--- src/rtl/osd_pkg.sv ---
package osd_pkg;

  localparam int unsigned SYM_W    = 5;
  localparam int unsigned WIN_SYMS = 4;
  localparam int unsigned WIN_W    = SYM_W * WIN_SYMS;
  localparam int unsigned N_FIXED  = 7;
  localparam int unsigned N_EXT    = 2;
  localparam int unsigned N_TGT    = N_FIXED + N_EXT;

  localparam logic [SYM_W-1:0] K_SYNC1 = 5'b11000;
  localparam logic [SYM_W-1:0] K_SYNC2 = 5'b10001;
  localparam logic [SYM_W-1:0] K_SYNC3 = 5'b00110;
  localparam logic [SYM_W-1:0] K_RST1  = 5'b00111;
  localparam logic [SYM_W-1:0] K_RST2  = 5'b11001;

  // First transmitted symbol lands in the top bits of the window.
  function automatic logic [WIN_W-1:0] pack4(input logic [SYM_W-1:0] s0,
                                             input logic [SYM_W-1:0] s1,
                                             input logic [SYM_W-1:0] s2,
                                             input logic [SYM_W-1:0] s3);
    return {s0, s1, s2, s3};
  endfunction

  // Fixed target for identifier n (1..N_FIXED).
  function automatic logic [WIN_W-1:0] fixed_target(input int unsigned n);
    case (n)
      1:       return pack4(K_SYNC1, K_SYNC1, K_SYNC1, K_SYNC2);
      2:       return pack4(K_SYNC1, K_SYNC1, K_SYNC3, K_SYNC3);
      3:       return pack4(K_SYNC1, K_SYNC3, K_SYNC1, K_SYNC3);
      4:       return pack4(K_RST1,  K_RST1,  K_RST1,  K_RST2);
      5:       return pack4(K_RST1,  K_SYNC1, K_RST1,  K_SYNC3);
      6:       return pack4(K_SYNC1, K_RST2,  K_RST2,  K_SYNC3);
      7:       return pack4(K_SYNC1, K_RST2,  K_SYNC3, K_SYNC2);
      default: return '0;
    endcase
  endfunction

  // Mask of the targets ranked above identifier id (lower numbers).
  function automatic logic [N_TGT-1:0] higher_rank_mask(input int unsigned id);
    logic [N_TGT-1:0] m;
    m = '0;
    for (int unsigned i = 0; i < N_TGT; i++) begin
      if (i + 1 < id) m[i] = 1'b1;
    end
    return m;
  endfunction

endpackage

--- src/rtl/osd_window.sv ---
module osd_window #(
  parameter int unsigned SYM_W    = osd_pkg::SYM_W,
  parameter int unsigned WIN_SYMS = osd_pkg::WIN_SYMS,
  localparam int unsigned WIN_W   = SYM_W * WIN_SYMS,
  localparam int unsigned CNT_W   = $clog2(WIN_SYMS + 1)
) (
  input  logic             clk_i,
  input  logic             rst_ni,
  input  logic             clear_i,
  input  logic             shift_i,
  input  logic [SYM_W-1:0] sym_i,
  output logic [WIN_W-1:0] win_next_o,
  output logic             ready_o
);

  logic [WIN_W-1:0] win_q;
  logic [CNT_W-1:0] fill_q;

  assign win_next_o = {win_q[WIN_W-SYM_W-1:0], sym_i};
  assign ready_o    = (fill_q >= CNT_W'(WIN_SYMS - 1));

  always_ff @(posedge clk_i or negedge rst_ni) begin
    if (!rst_ni) begin
      win_q  <= '0;
      fill_q <= '0;
    end else if (clear_i) begin
      win_q  <= '0;
      fill_q <= '0;
    end else if (shift_i) begin
      win_q <= win_next_o;
      if (fill_q < CNT_W'(WIN_SYMS)) fill_q <= fill_q + 1'b1;
    end
  end

  assert_clear_empties_R8: assert property (@(posedge clk_i) disable iff (!rst_ni)
    clear_i |=> (fill_q == '0));

  assert_fill_bounded_R6: assert property (@(posedge clk_i) disable iff (!rst_ni)
    fill_q <= CNT_W'(WIN_SYMS));

  assert_hold_without_shift_R11: assert property (@(posedge clk_i) disable iff (!rst_ni)
    (!shift_i && !clear_i) |=> $stable(win_q));

endmodule

--- src/rtl/osd_match.sv ---
module osd_match #(
  parameter int unsigned WIN_W = osd_pkg::WIN_W,
  parameter int unsigned N_TGT = osd_pkg::N_TGT,
  parameter int unsigned ID_W  = 4
) (
  input  logic                        clk_i,
  input  logic                        rst_ni,
  input  logic [WIN_W-1:0]            win_i,
  input  logic [N_TGT-1:0][WIN_W-1:0] targets_i,
  output logic                        hit_o,
  output logic [ID_W-1:0]             id_o
);

  logic [N_TGT-1:0] eq;

  for (genvar g = 0; g < N_TGT; g++) begin : g_cmp
    assign eq[g] = (win_i == targets_i[g]);
  end

  // Scan from the highest identifier down so the lowest one overrides.
  always_comb begin
    id_o = '0;
    for (int i = N_TGT - 1; i >= 0; i--) begin
      if (eq[i]) id_o = ID_W'(i + 1);
    end
  end

  assign hit_o = |eq;

  assert_lowest_wins_R9: assert property (@(posedge clk_i) disable iff (!rst_ni)
    hit_o |-> ((eq & osd_pkg::higher_rank_mask(32'(id_o))) == '0));

  assert_hit_has_id_R10: assert property (@(posedge clk_i) disable iff (!rst_ni)
    hit_o == (id_o != '0));

endmodule

--- src/rtl/ordered_set_detector.sv ---
module ordered_set_detector #(
  parameter int unsigned ID_W = 4
) (
  input  logic                      clk_i,
  input  logic                      rst_ni,
  input  logic                      sym_valid_i,
  input  logic [osd_pkg::SYM_W-1:0] sym_i,
  input  logic                      preamble_i,
  input  logic                      rearm_i,
  input  logic [osd_pkg::WIN_W-1:0] ext1_pattern_i,
  input  logic [osd_pkg::WIN_W-1:0] ext2_pattern_i,
  output logic                      detect_o,
  output logic [ID_W-1:0]           set_id_o
);
  import osd_pkg::*;

  logic [N_TGT-1:0][WIN_W-1:0] targets;
  logic [WIN_W-1:0]            win_next;
  logic                        win_ready;
  logic                        hit;
  logic [ID_W-1:0]             hit_id;
  logic                        armed_q;
  logic                        win_clear;
  logic                        win_shift;
  logic                        fire;

  for (genvar g = 0; g < N_FIXED; g++) begin : g_fixed
    assign targets[g] = fixed_target(g + 1);
  end
  assign targets[N_FIXED]     = ext1_pattern_i;
  assign targets[N_FIXED + 1] = ext2_pattern_i;

  assign win_clear = rearm_i || !preamble_i;
  assign win_shift = sym_valid_i && preamble_i && armed_q && !rearm_i;
  assign fire      = win_shift && win_ready && hit;

  osd_window #(.SYM_W(SYM_W), .WIN_SYMS(WIN_SYMS)) u_window (
    .clk_i     (clk_i),
    .rst_ni    (rst_ni),
    .clear_i   (win_clear),
    .shift_i   (win_shift),
    .sym_i     (sym_i),
    .win_next_o(win_next),
    .ready_o   (win_ready)
  );

  osd_match #(.WIN_W(WIN_W), .N_TGT(N_TGT), .ID_W(ID_W)) u_match (
    .clk_i    (clk_i),
    .rst_ni   (rst_ni),
    .win_i    (win_next),
    .targets_i(targets),
    .hit_o    (hit),
    .id_o     (hit_id)
  );

  always_ff @(posedge clk_i or negedge rst_ni) begin
    if (!rst_ni) begin
      armed_q  <= 1'b1;
      detect_o <= 1'b0;
      set_id_o <= '0;
    end else begin
      detect_o <= fire;
      set_id_o <= fire ? hit_id : '0;
      if (rearm_i)   armed_q <= 1'b1;
      else if (fire) armed_q <= 1'b0;
    end
  end

  assert_single_pulse_R10: assert property (@(posedge clk_i) disable iff (!rst_ni)
    detect_o |=> !detect_o);

  assert_idle_id_zero_R10: assert property (@(posedge clk_i) disable iff (!rst_ni)
    !detect_o |-> (set_id_o == '0));

  assert_disarmed_silent_R7: assert property (@(posedge clk_i) disable iff (!rst_ni)
    (!armed_q && !rearm_i) |=> !detect_o);

  assert_detect_disarms_R7: assert property (@(posedge clk_i) disable iff (!rst_ni)
    (detect_o && !$past(rearm_i) && !rearm_i) |=> !armed_q);

  assert_no_preamble_silent_R8: assert property (@(posedge clk_i) disable iff (!rst_ni)
    !preamble_i |=> !detect_o);

  assert_needs_strobe_R2: assert property (@(posedge clk_i) disable iff (!rst_ni)
    !sym_valid_i |=> !detect_o);

endmodule

--- config.mk ---
export PLATFORM = sky130hd
export DESIGN_NAME = ordered_set_detector
export DESIGN_NICKNAME = d
export VERILOG_FILES = /design/src/rtl/osd_pkg.sv /design/src/rtl/osd_window.sv /design/src/rtl/osd_match.sv /design/src/rtl/ordered_set_detector.sv
export SDC_FILE = /design/constraint.sdc
export NUM_CORES = 1
export LEC_CHECK = 0
export ABC_CLOCK_PERIOD_IN_PS = 2450
export BUFFER_PORTS_ARGS = -buffer_cell sky130_fd_sc_hd__buf_2
export CORE_ASPECT_RATIO = 2
export CORE_MARGIN = 2
export CORE_UTILIZATION = 59
export CTS_BUF_LIST = sky130_fd_sc_hd__clkbuf_4
export DETAILED_ROUTE_END_ITERATION = 10
export GPL_ROUTABILITY_DRIVEN = 0
export PLACE_DENSITY = 0.91
export SLEW_MARGIN = 5
export SYNTH_ARGS = -nofsm -noshare
export SYNTH_HDL_FRONTEND = slang
export SYNTH_HIERARCHICAL = 1
export SYNTH_SLANG_ARGS = --single-unit
--- constraint.sdc ---
create_clock -name clk_i -period 2.45 [get_ports clk_i]
set_clock_uncertainty 0.2 [all_clocks]
set_input_delay 0.49 -clock clk_i [delete_from_list [all_inputs] [get_ports clk_i]]
set_output_delay 0.49 -clock clk_i [all_outputs]
set_load 0.05 [all_outputs]
==> impl_metrics.py, run 1 <==
metrics = {
    "placement": {
        "dp.cells": 637,
        "dp_hpwl_mm": 8.36,
        "portBuffers": 54,
    },
    "power": {
        "p_per_area_nw_per_um2": 219,
        "ir_drop_v": 0.000410,
        "leakagePower_nw": 2.20,
    },
    "route": {
        "drtIter0Drc": 289,
        "top_layer": "met4",
        "drtAntennaViolNets": 0,
        "vias": 3575,
        "wl_per_cell_um": 19.0,
        "first_pass_iters": 6,
        "wl_met3_um": 964,
        "drc": 0,
        "met2_length_mm": 6.28,
        "viasPerCell": 5.38,
        "wl_met1_mm": 4.22,
        "wl_mm": 12.6,
    },
    "worst_hold_path": {
        "hold_path_class": "input port to flop",
    },
    "critical_path": {
        "worst-path-max-fanout": 5,
        "critPathArrivalTime_ns": 2.63,
        "worstSetupEndpointType": "flop",
        "worstSetupPathType": "flop to flop",
        "cp_data_required_time_ns": 2.49,
        "cp-start-kind": "flop",
        "cpPeakStageDelay_ns": 0.51,
        "timing.reg2reg.setup_slack_ns": -0.14,
        "crit_chain": "buf_4, xor2_1, nor4_1, nand3_1, and4b_4, nor2b_1, inv_1, nor3_2",
        "critPathSlowestCell": "dfrtp_2",
    },
    "run_status": {
        "violations": "setup timing",
        "status": "finished, violations left",
    },
    "floorplanning": {
        "chipHeight_um": 110,
        "rows": 38,
        "io_pins": 55,
        "fp.dieArea_um2": 6300,
        "die_x_um": 57.1,
        "initial_core_util": 0.614,
        "fp.coreArea_um2": 5420,
    },
    "timing": {
        "fin_crit_sh": 1.06,
        "setup-violations-final": 4,
        "period_needed_ns": 2.59,
        "tightest_slew_ns": 0.593,
        "slew_headroom": 0.605,
        "maxSlewViolCount": 0,
        "fmax_mhz": 387,
        "final_hold_viol_count": 0,
        "finalWorstSetupSlack_ns": -0.137,
        "rsz0062_at_grt": "true",
    },
    "clocking": {
        "cts_root_buf": "clkbuf_4",
        "cts_made_buffers": 3,
        "clkSinkCount": 24,
        "clk_pin_slew_ns": 0.14,
        "clk_latency_ns": 0.33,
        "tritoncts": "done",
        "clock_path_buffers": 2,
        "cts.htree.levels": 1,
    },
    "final_layout": {
        "final_util": 0.857,
        "fill_cells": 252,
        "syn2layout_area_growth_pct": 39.5,
        "final_cells": 664,
        "drive_above_1_share": 0.268,
        "antennaDiodeCount": 0,
        "layout.nets": 657,
    },
    "logic_synthesis": {
        "synth_ff_type": "dfrtp_1",
        "synthAdderAreaFrac": 0.00752,
        "synth_mux_area_frac": 0.0496,
        "synth_area_um2": 3330,
        "synth_edf_count": 0,
        "synth_cell_type_count": 40,
        "synth-xor-area-share": 0.474,
        "synth_seq_area_share": 0.181,
        "synth_seq_cells": 24,
        "synth_cells": 372,
        "synth_compound_gate_area_share": 0.0225,
        "synth_top_family_by_area": "XOR/XNOR gates",
        "syn_area_per_cell_um2": 8.95,
        "synth-simple-area-share": 0.180,
        "yosys_warnings": 6,
        "synthArstFlopShare": 1.00,
    },
    "global_route": {
        "grt_pass1_vias": 3567,
        "gr-total-overflow": 0,
        "antenna_found_initial": 0,
        "track_usage": 0.341,
        "grt_max_degree": 25,
        "grt_pass1_wl_mm": 16.2,
    },
    "flow_run": {
        "maxCapViolCount": 0,
    },
}
## through the flow
step,hold slack (ns),cell area [µm²],setup slack [ns],power (W),TNS (ns)
6_report,0.175,4640,-0.137,0.00102,-0.302
4_1_cts,0.185,4350,0.0203,0.000967,0
2_1_floorplan,-0.00559,3850,0.0856,0.000671,0
3_5_place_dp,0.306,4270,-0.150,0.000766,-0.648
3_3_place_gp,0.303,4270,-0.0451,0.000752,-0.177
5_1_grt,0.167,4640,-0.225,0.00106,-0.949
## what timing repair did
| action | 4_1_cts | 5_1_grt |
|---|---|---|
| hold buffers | 1 | 0 |
| resized for setup | 10 | 28 |
| setup buffers | 0 | 22 |
| setup endpoints to repair | 6 | 6 |
| gates cloned | 0 | 0 |
| endpoints found under the hold margin | 23 | 0 |
| pin swaps | 0 | 10 |
## cell usage in the layout, fill, tap and decap left out, types with 2 or more instances in the layout
cell,Yosys,final
nor4_1,18,11
clkbuf_4,0,4
xnor2_1,108,106
nand3_1,8,6
nor4_2,0,7
dfrtp_1,23,12
nand4_1,27,27
ha_1,2,2
nand2b_1,2,2
xnor2_2,0,2
nand2_1,3,3
nor2b_1,2,2
buf_4,15,61
inv_1,5,5
a21oi_1,3,3
buf_2,1,54
nor2_1,21,21
mux2i_1,15,15
o21ai_1,1,2
nor3_2,1,8
nor3_4,0,2
conb_1,2,140
nor3_1,13,4
dfrtp_2,0,11
buf_12,0,2
xor2_1,72,72
## cell usage after synthesis, types with 5 or more instances
cell type,number,area share
nor2_1,21,0.024
buf_6,11,0.037
xnor2_1,108,0.28
nor4_1,18,0.034
dfrtp_1,23,0.17
nor3_1,13,0.020
nand3_1,8,0.012
inv_1,5,0.0056
buf_4,15,0.034
xor2_1,72,0.19
mux2i_1,15,0.045
nand4_1,27,0.051
## critical path: cells and delay by family (launching register included)
kind                   cells  cell delay [ns]
flip-flops                 1             0.51
buffers and inverters      2             0.29
AND/OR/NAND/NOR            5             1.41
XOR/XNOR                   1             0.09
## registers in the layout, indices dropped and copies added, names as in the netlist
signal / cells
u_window/win_q: 15
set_id_o: 4
u_window/fill_q: 3
armed_q: 1
detect_o: 1
## path summary, 6_finish.rpt
kind                                    from                end  depth (start not counted)
hold / removal                       rearm_i            armed_q                          2
setup reg to reg           u_window/win_q[8]        set_id_o[2]                          8
setup / recovery           u_window/win_q[8]        set_id_o[2]                          8
max in group asynchronous             rst_ni  u_window/win_q[3]                          2
min in group asynchronous             rst_ni           detect_o                          2
hold reg to reg                      armed_q            armed_q                          1
## layer usage
layer  vias up  GRT usage
li1       1568          -
met1      1648      0.340
met2       259      0.629
met3       100     0.0385
met4         0      0.256
met5         -          0
## report_power, final
group          switching (W)  leakage (nW)  internal, W
clock network       0.000135        0.0184    0.0000750
registers         0.00000284         0.313     0.000398
logic               0.000228          1.87     0.000181
total               0.000365          2.20     0.000653
## cell type report
cell class	count	area (µm²)	area share
clock buffer	4	30.0	0.00647
inverter	5	18.8	0.00404
multi-input combinational	452	3120	0.671
sequential	24	616	0.133
tap	60	75.1	0.0162
timing repair buffer	119	790	0.170
## logic make-up (layout without fill, tap and decap cells)
family | count (synthesis) | after routing
other | 2 | 140
and+or+nand+nor | 103 | 103
xor gates and xnor gates | 180 | 180
adders and majority gates | 2 | 2
buffers and inverters | 34 | 128
DFF | 24 | 24
muxes | 16 | 16
AOI/OAI and AO/OA | 11 | 11
Note: power is estimated with default switching activity, not from simulation.
==> run 2, diff against run 1 <==
--- a/config.mk
+++ b/config.mk
@@ -7,2 +7,3 @@
 export LEC_CHECK = 0
+export ABC_AREA = 1
 export ABC_CLOCK_PERIOD_IN_PS = 2450
@@ -11,3 +12,3 @@
 export CORE_MARGIN = 2
-export CORE_UTILIZATION = 59
+export CORE_UTILIZATION = 60
 export CTS_BUF_LIST = sky130_fd_sc_hd__clkbuf_4
==> constraint.sdc (replaced) <==
create_clock -name clk_i -period 2.45 [get_ports clk_i]
set_clock_uncertainty 0.2 [all_clocks]
set_input_delay 0.1225 -clock clk_i [delete_from_list [all_inputs] [get_ports clk_i]]
set_output_delay 0.1225 -clock clk_i [all_outputs]
set_load 0.05 [all_outputs]
==> impl_metrics.py, run 2 <==
metrics = {
    "floorplanning": {
        "initial_core_util": 0.615,
        "rows": 41,
        "die_x_um": 60.6,
        "fp.coreArea_um2": 6260,
        "io_pins": 55,
        "fp.dieArea_um2": 7110,
        "chipHeight_um": 117,
    },
    "logic_synthesis": {
        "synthArstFlopShare": 1.00,
        "synth_cells": 630,
        "yosysMostFrequentCell": "nand2_1",
        "yosys_warnings": 6,
        "synth_ff_type": "dfrtp_1",
        "synth_cell_type_count": 34,
        "synth_top_cells_by_count": "207 x nand2_1, 75 x inv_1, 68 x nor2_1",
        "synth_area_leaders": "nand2_1 20%, dfrtp_1 15%, xnor2_1 14%",
        "synth_seq_cells": 24,
        "synth_largest_area_cell": "nand2_1",
        "synth_seq_area_share": 0.156,
        "syn_area_per_cell_um2": 6.11,
        "netlist.area_leader.share": 0.202,
        "synth_edf_count": 0,
        "synth_area_um2": 3850,
    },
    "critical_path": {
        "worstSetupEndpointType": "flop",
        "cp-start-kind": "flop",
        "cp_data_required_time_ns": 2.53,
        "crit_chain": "inv_4, or2_0, nand4_1, nor3_2, nand3_2, nand2_1, nor2_2, nand3_1, nand2_1, inv_1, nand3_2, nand2_1, nand2_1",
        "path_buf_inv": 2,
        "crit_path_frequent_cell": "nand2_1",
        "cp_top_family": "simple AND/OR/NAND/NOR gates",
        "critPathArrivalTime_ns": 2.41,
        "cpPeakStageDelay_ns": 0.52,
        "worstSetupPathType": "flop to flop",
        "worst-path-max-fanout": 12,
        "critPathSlowestCell": "dfrtp_1",
    },
    "final_layout": {
        "layout.nets": 913,
        "final_cells": 946,
        "syn2layout_area_growth_pct": 27.4,
        "layout_common_cells": "207 x nand2_1, 188 x conb_1, 75 x inv_1, 68 x nor2_1, 63 x xnor2_1",
        "largest_reg_flops": 15,
        "final-seq-area_um2": 613,
        "fill_cells": 506,
        "top_regs": "u_window/win_q: 15 flops, set_id_o: 4 flops, u_window/fill_q: 3 flops",
        "regMostFlops": "u_window/win_q",
        "drive_above_1_share": 0.131,
        "multi_input_area_um2": 3410,
        "antennaDiodeCount": 0,
        "final_common_cell": "nand2_1",
    },
    "clocking": {
        "cts_made_buffers": 3,
        "clk_pin_slew_ns": 0.14,
        "clkSinkCount": 24,
        "cts.htree.levels": 1,
        "tritoncts": "done",
        "clk_latency_ns": 0.33,
        "cts_root_buf": "clkbuf_4",
        "clock_path_buffers": 2,
        "post-cts-setup-buffers": 0,
    },
    "route": {
        "viasPerCell": 4.50,
        "wl_per_cell_um": 11.9,
        "drtIter0Drc": 193,
        "first_pass_iters": 6,
        "wl_mm": 11.3,
        "drtAntennaViolNets": 0,
        "drc": 0,
        "vias": 4258,
    },
    "timing": {
        "final_hold_viol_count": 0,
        "slew_headroom": 0.610,
        "tightest_slew_ns": 0.585,
        "maxSlewViolCount": 0,
        "fin_crit_sh": 0.949,
        "tns_ns": 0,
        "setup-violations-final": 0,
        "fmax_mhz": 430,
        "rsz0062_at_grt": "false",
        "period_needed_ns": 2.33,
    },
    "run_status": {
        "status": "complete, no violations",
    },
    "global_route": {
        "grt_pass1_vias": 4187,
        "grt_max_degree": 25,
        "track_usage": 0.334,
        "grt_pass1_wl_mm": 17.7,
        "gr-total-overflow": 0,
        "antenna_found_initial": 0,
    },
    "power": {
        "ir_drop_v": 0.000405,
        "p_per_area_nw_per_um2": 223,
        "leakagePower_nw": 2.79,
    },
    "placement": {
        "dp.cells": 934,
        "portBuffers": 54,
        "dp_hpwl_mm": 8.89,
    },
    "flow_run": {
        "maxCapViolCount": 0,
    },
    "worst_hold_path": {
        "hold_path_class": "input port to flop",
    },
}
==> run 2: cell types whose count changed in the layout (fill, tap and decap cells not counted), sizes merged, moves of 15 or more <==
cell   previous run  this run
nand4            28         9
conb            140       188
mux2i            15         0
nand2             3       208
buf             118        60
xnor2           108        63
or2               0        20
xor2             72        44
inv               5        85
nor2             21        76
==> run 2: cell families after synthesis <==
logic type / count (synthesis) / synth area share
xor gates and xnor gates: 107 / 0.243
and+or+nand+nor: 359 / 0.412
DFF: 24 / 0.156
buffers and inverters: 113 / 0.141
AOI/OAI and AO/OA: 23 / 0.0387
other: 2 / 0.00195
adders and majority gates: 2 / 0.00650
==> run 2: where the power goes <==
group          leakage, nW  switching [W]  internal, W
registers            0.316     0.00000631     0.000399
clock network       0.0279       0.000129     0.000166
logic                 2.44       0.000231     0.000164
total                 2.79       0.000367     0.000728
==> run 2: repair_timing <==
action,4_1_cts,5_1_grt
gates resized for setup,0,12
hold endpoints to repair,34,0
endpoints found under the setup margin,0,6
hold buffers,8,0
==> run 2: layout make-up <==
class	instances	share of cell area
timing repair buffer	68	0.0806
clock buffer	3	0.00459
tap	86	0.0219
clock inverter	1	0.00612
multi-input combinational	679	0.696
inverter	85	0.0661
sequential	24	0.125
==> run 2: through the flow <==
step	utilization	cell area [µm²]	power, W	hold WS [ns]	setup WS (ns)
2_1_floorplan	-	4550	0.000691	-0.373	0.444
5_1_grt	0.783	4900	0.00116	0.0476	0.0152
6_report	0.783	4900	0.00110	0.0106	0.124
3_3_place_gp	0.759	4750	0.000766	-0.0774	0.0721
3_5_place_dp	0.759	4750	0.000780	-0.0634	0.0300
4_1_cts	0.780	4880	0.00109	0.00315	0.0113
==> run 2: worst paths after layout <==
path / start / endpoint / slack (ns) / cells past startpoint
setup / recovery: u_window/win_q[9] / armed_q / 0.12 / 13
hold / removal: sym_i[0] / u_window/win_q[0] / 0.01 / 4
setup reg to reg: u_window/win_q[9] / armed_q / 0.12 / 13
hold reg to reg: armed_q / armed_q / 0.28 / 2
max in group asynchronous: rst_ni / u_window/win_q[14] / 1.57 / 2
min in group asynchronous: rst_ni / u_window/fill_q[0] / 0.09 / 2
==> run 2: worst register-to-register path: stages (launching register included) <==
cell and delay (ns):
dfrtp_1 0.52, inv_4 0.19, or2_0 0.15, nand4_1 0.10, nor3_2 0.30, nand3_2 0.13, nand2_1 0.15, nor2_2 0.07
nand3_1 0.08, nand2_1 0.05, inv_1 0.06, nand3_2 0.13, nand2_1 0.09, nand2_1 0.05
==> run 2: routing by layer <==
metal	vias up	track usage	wire [µm]	part of all wire
met5	-	0	0	0
met4	0	0.233	859	0.076
met3	53	0.0143	511	0.045
met2	158	0.642	6170	0.55
met1	1879	0.316	3720	0.33
li1	2168	-	-	-
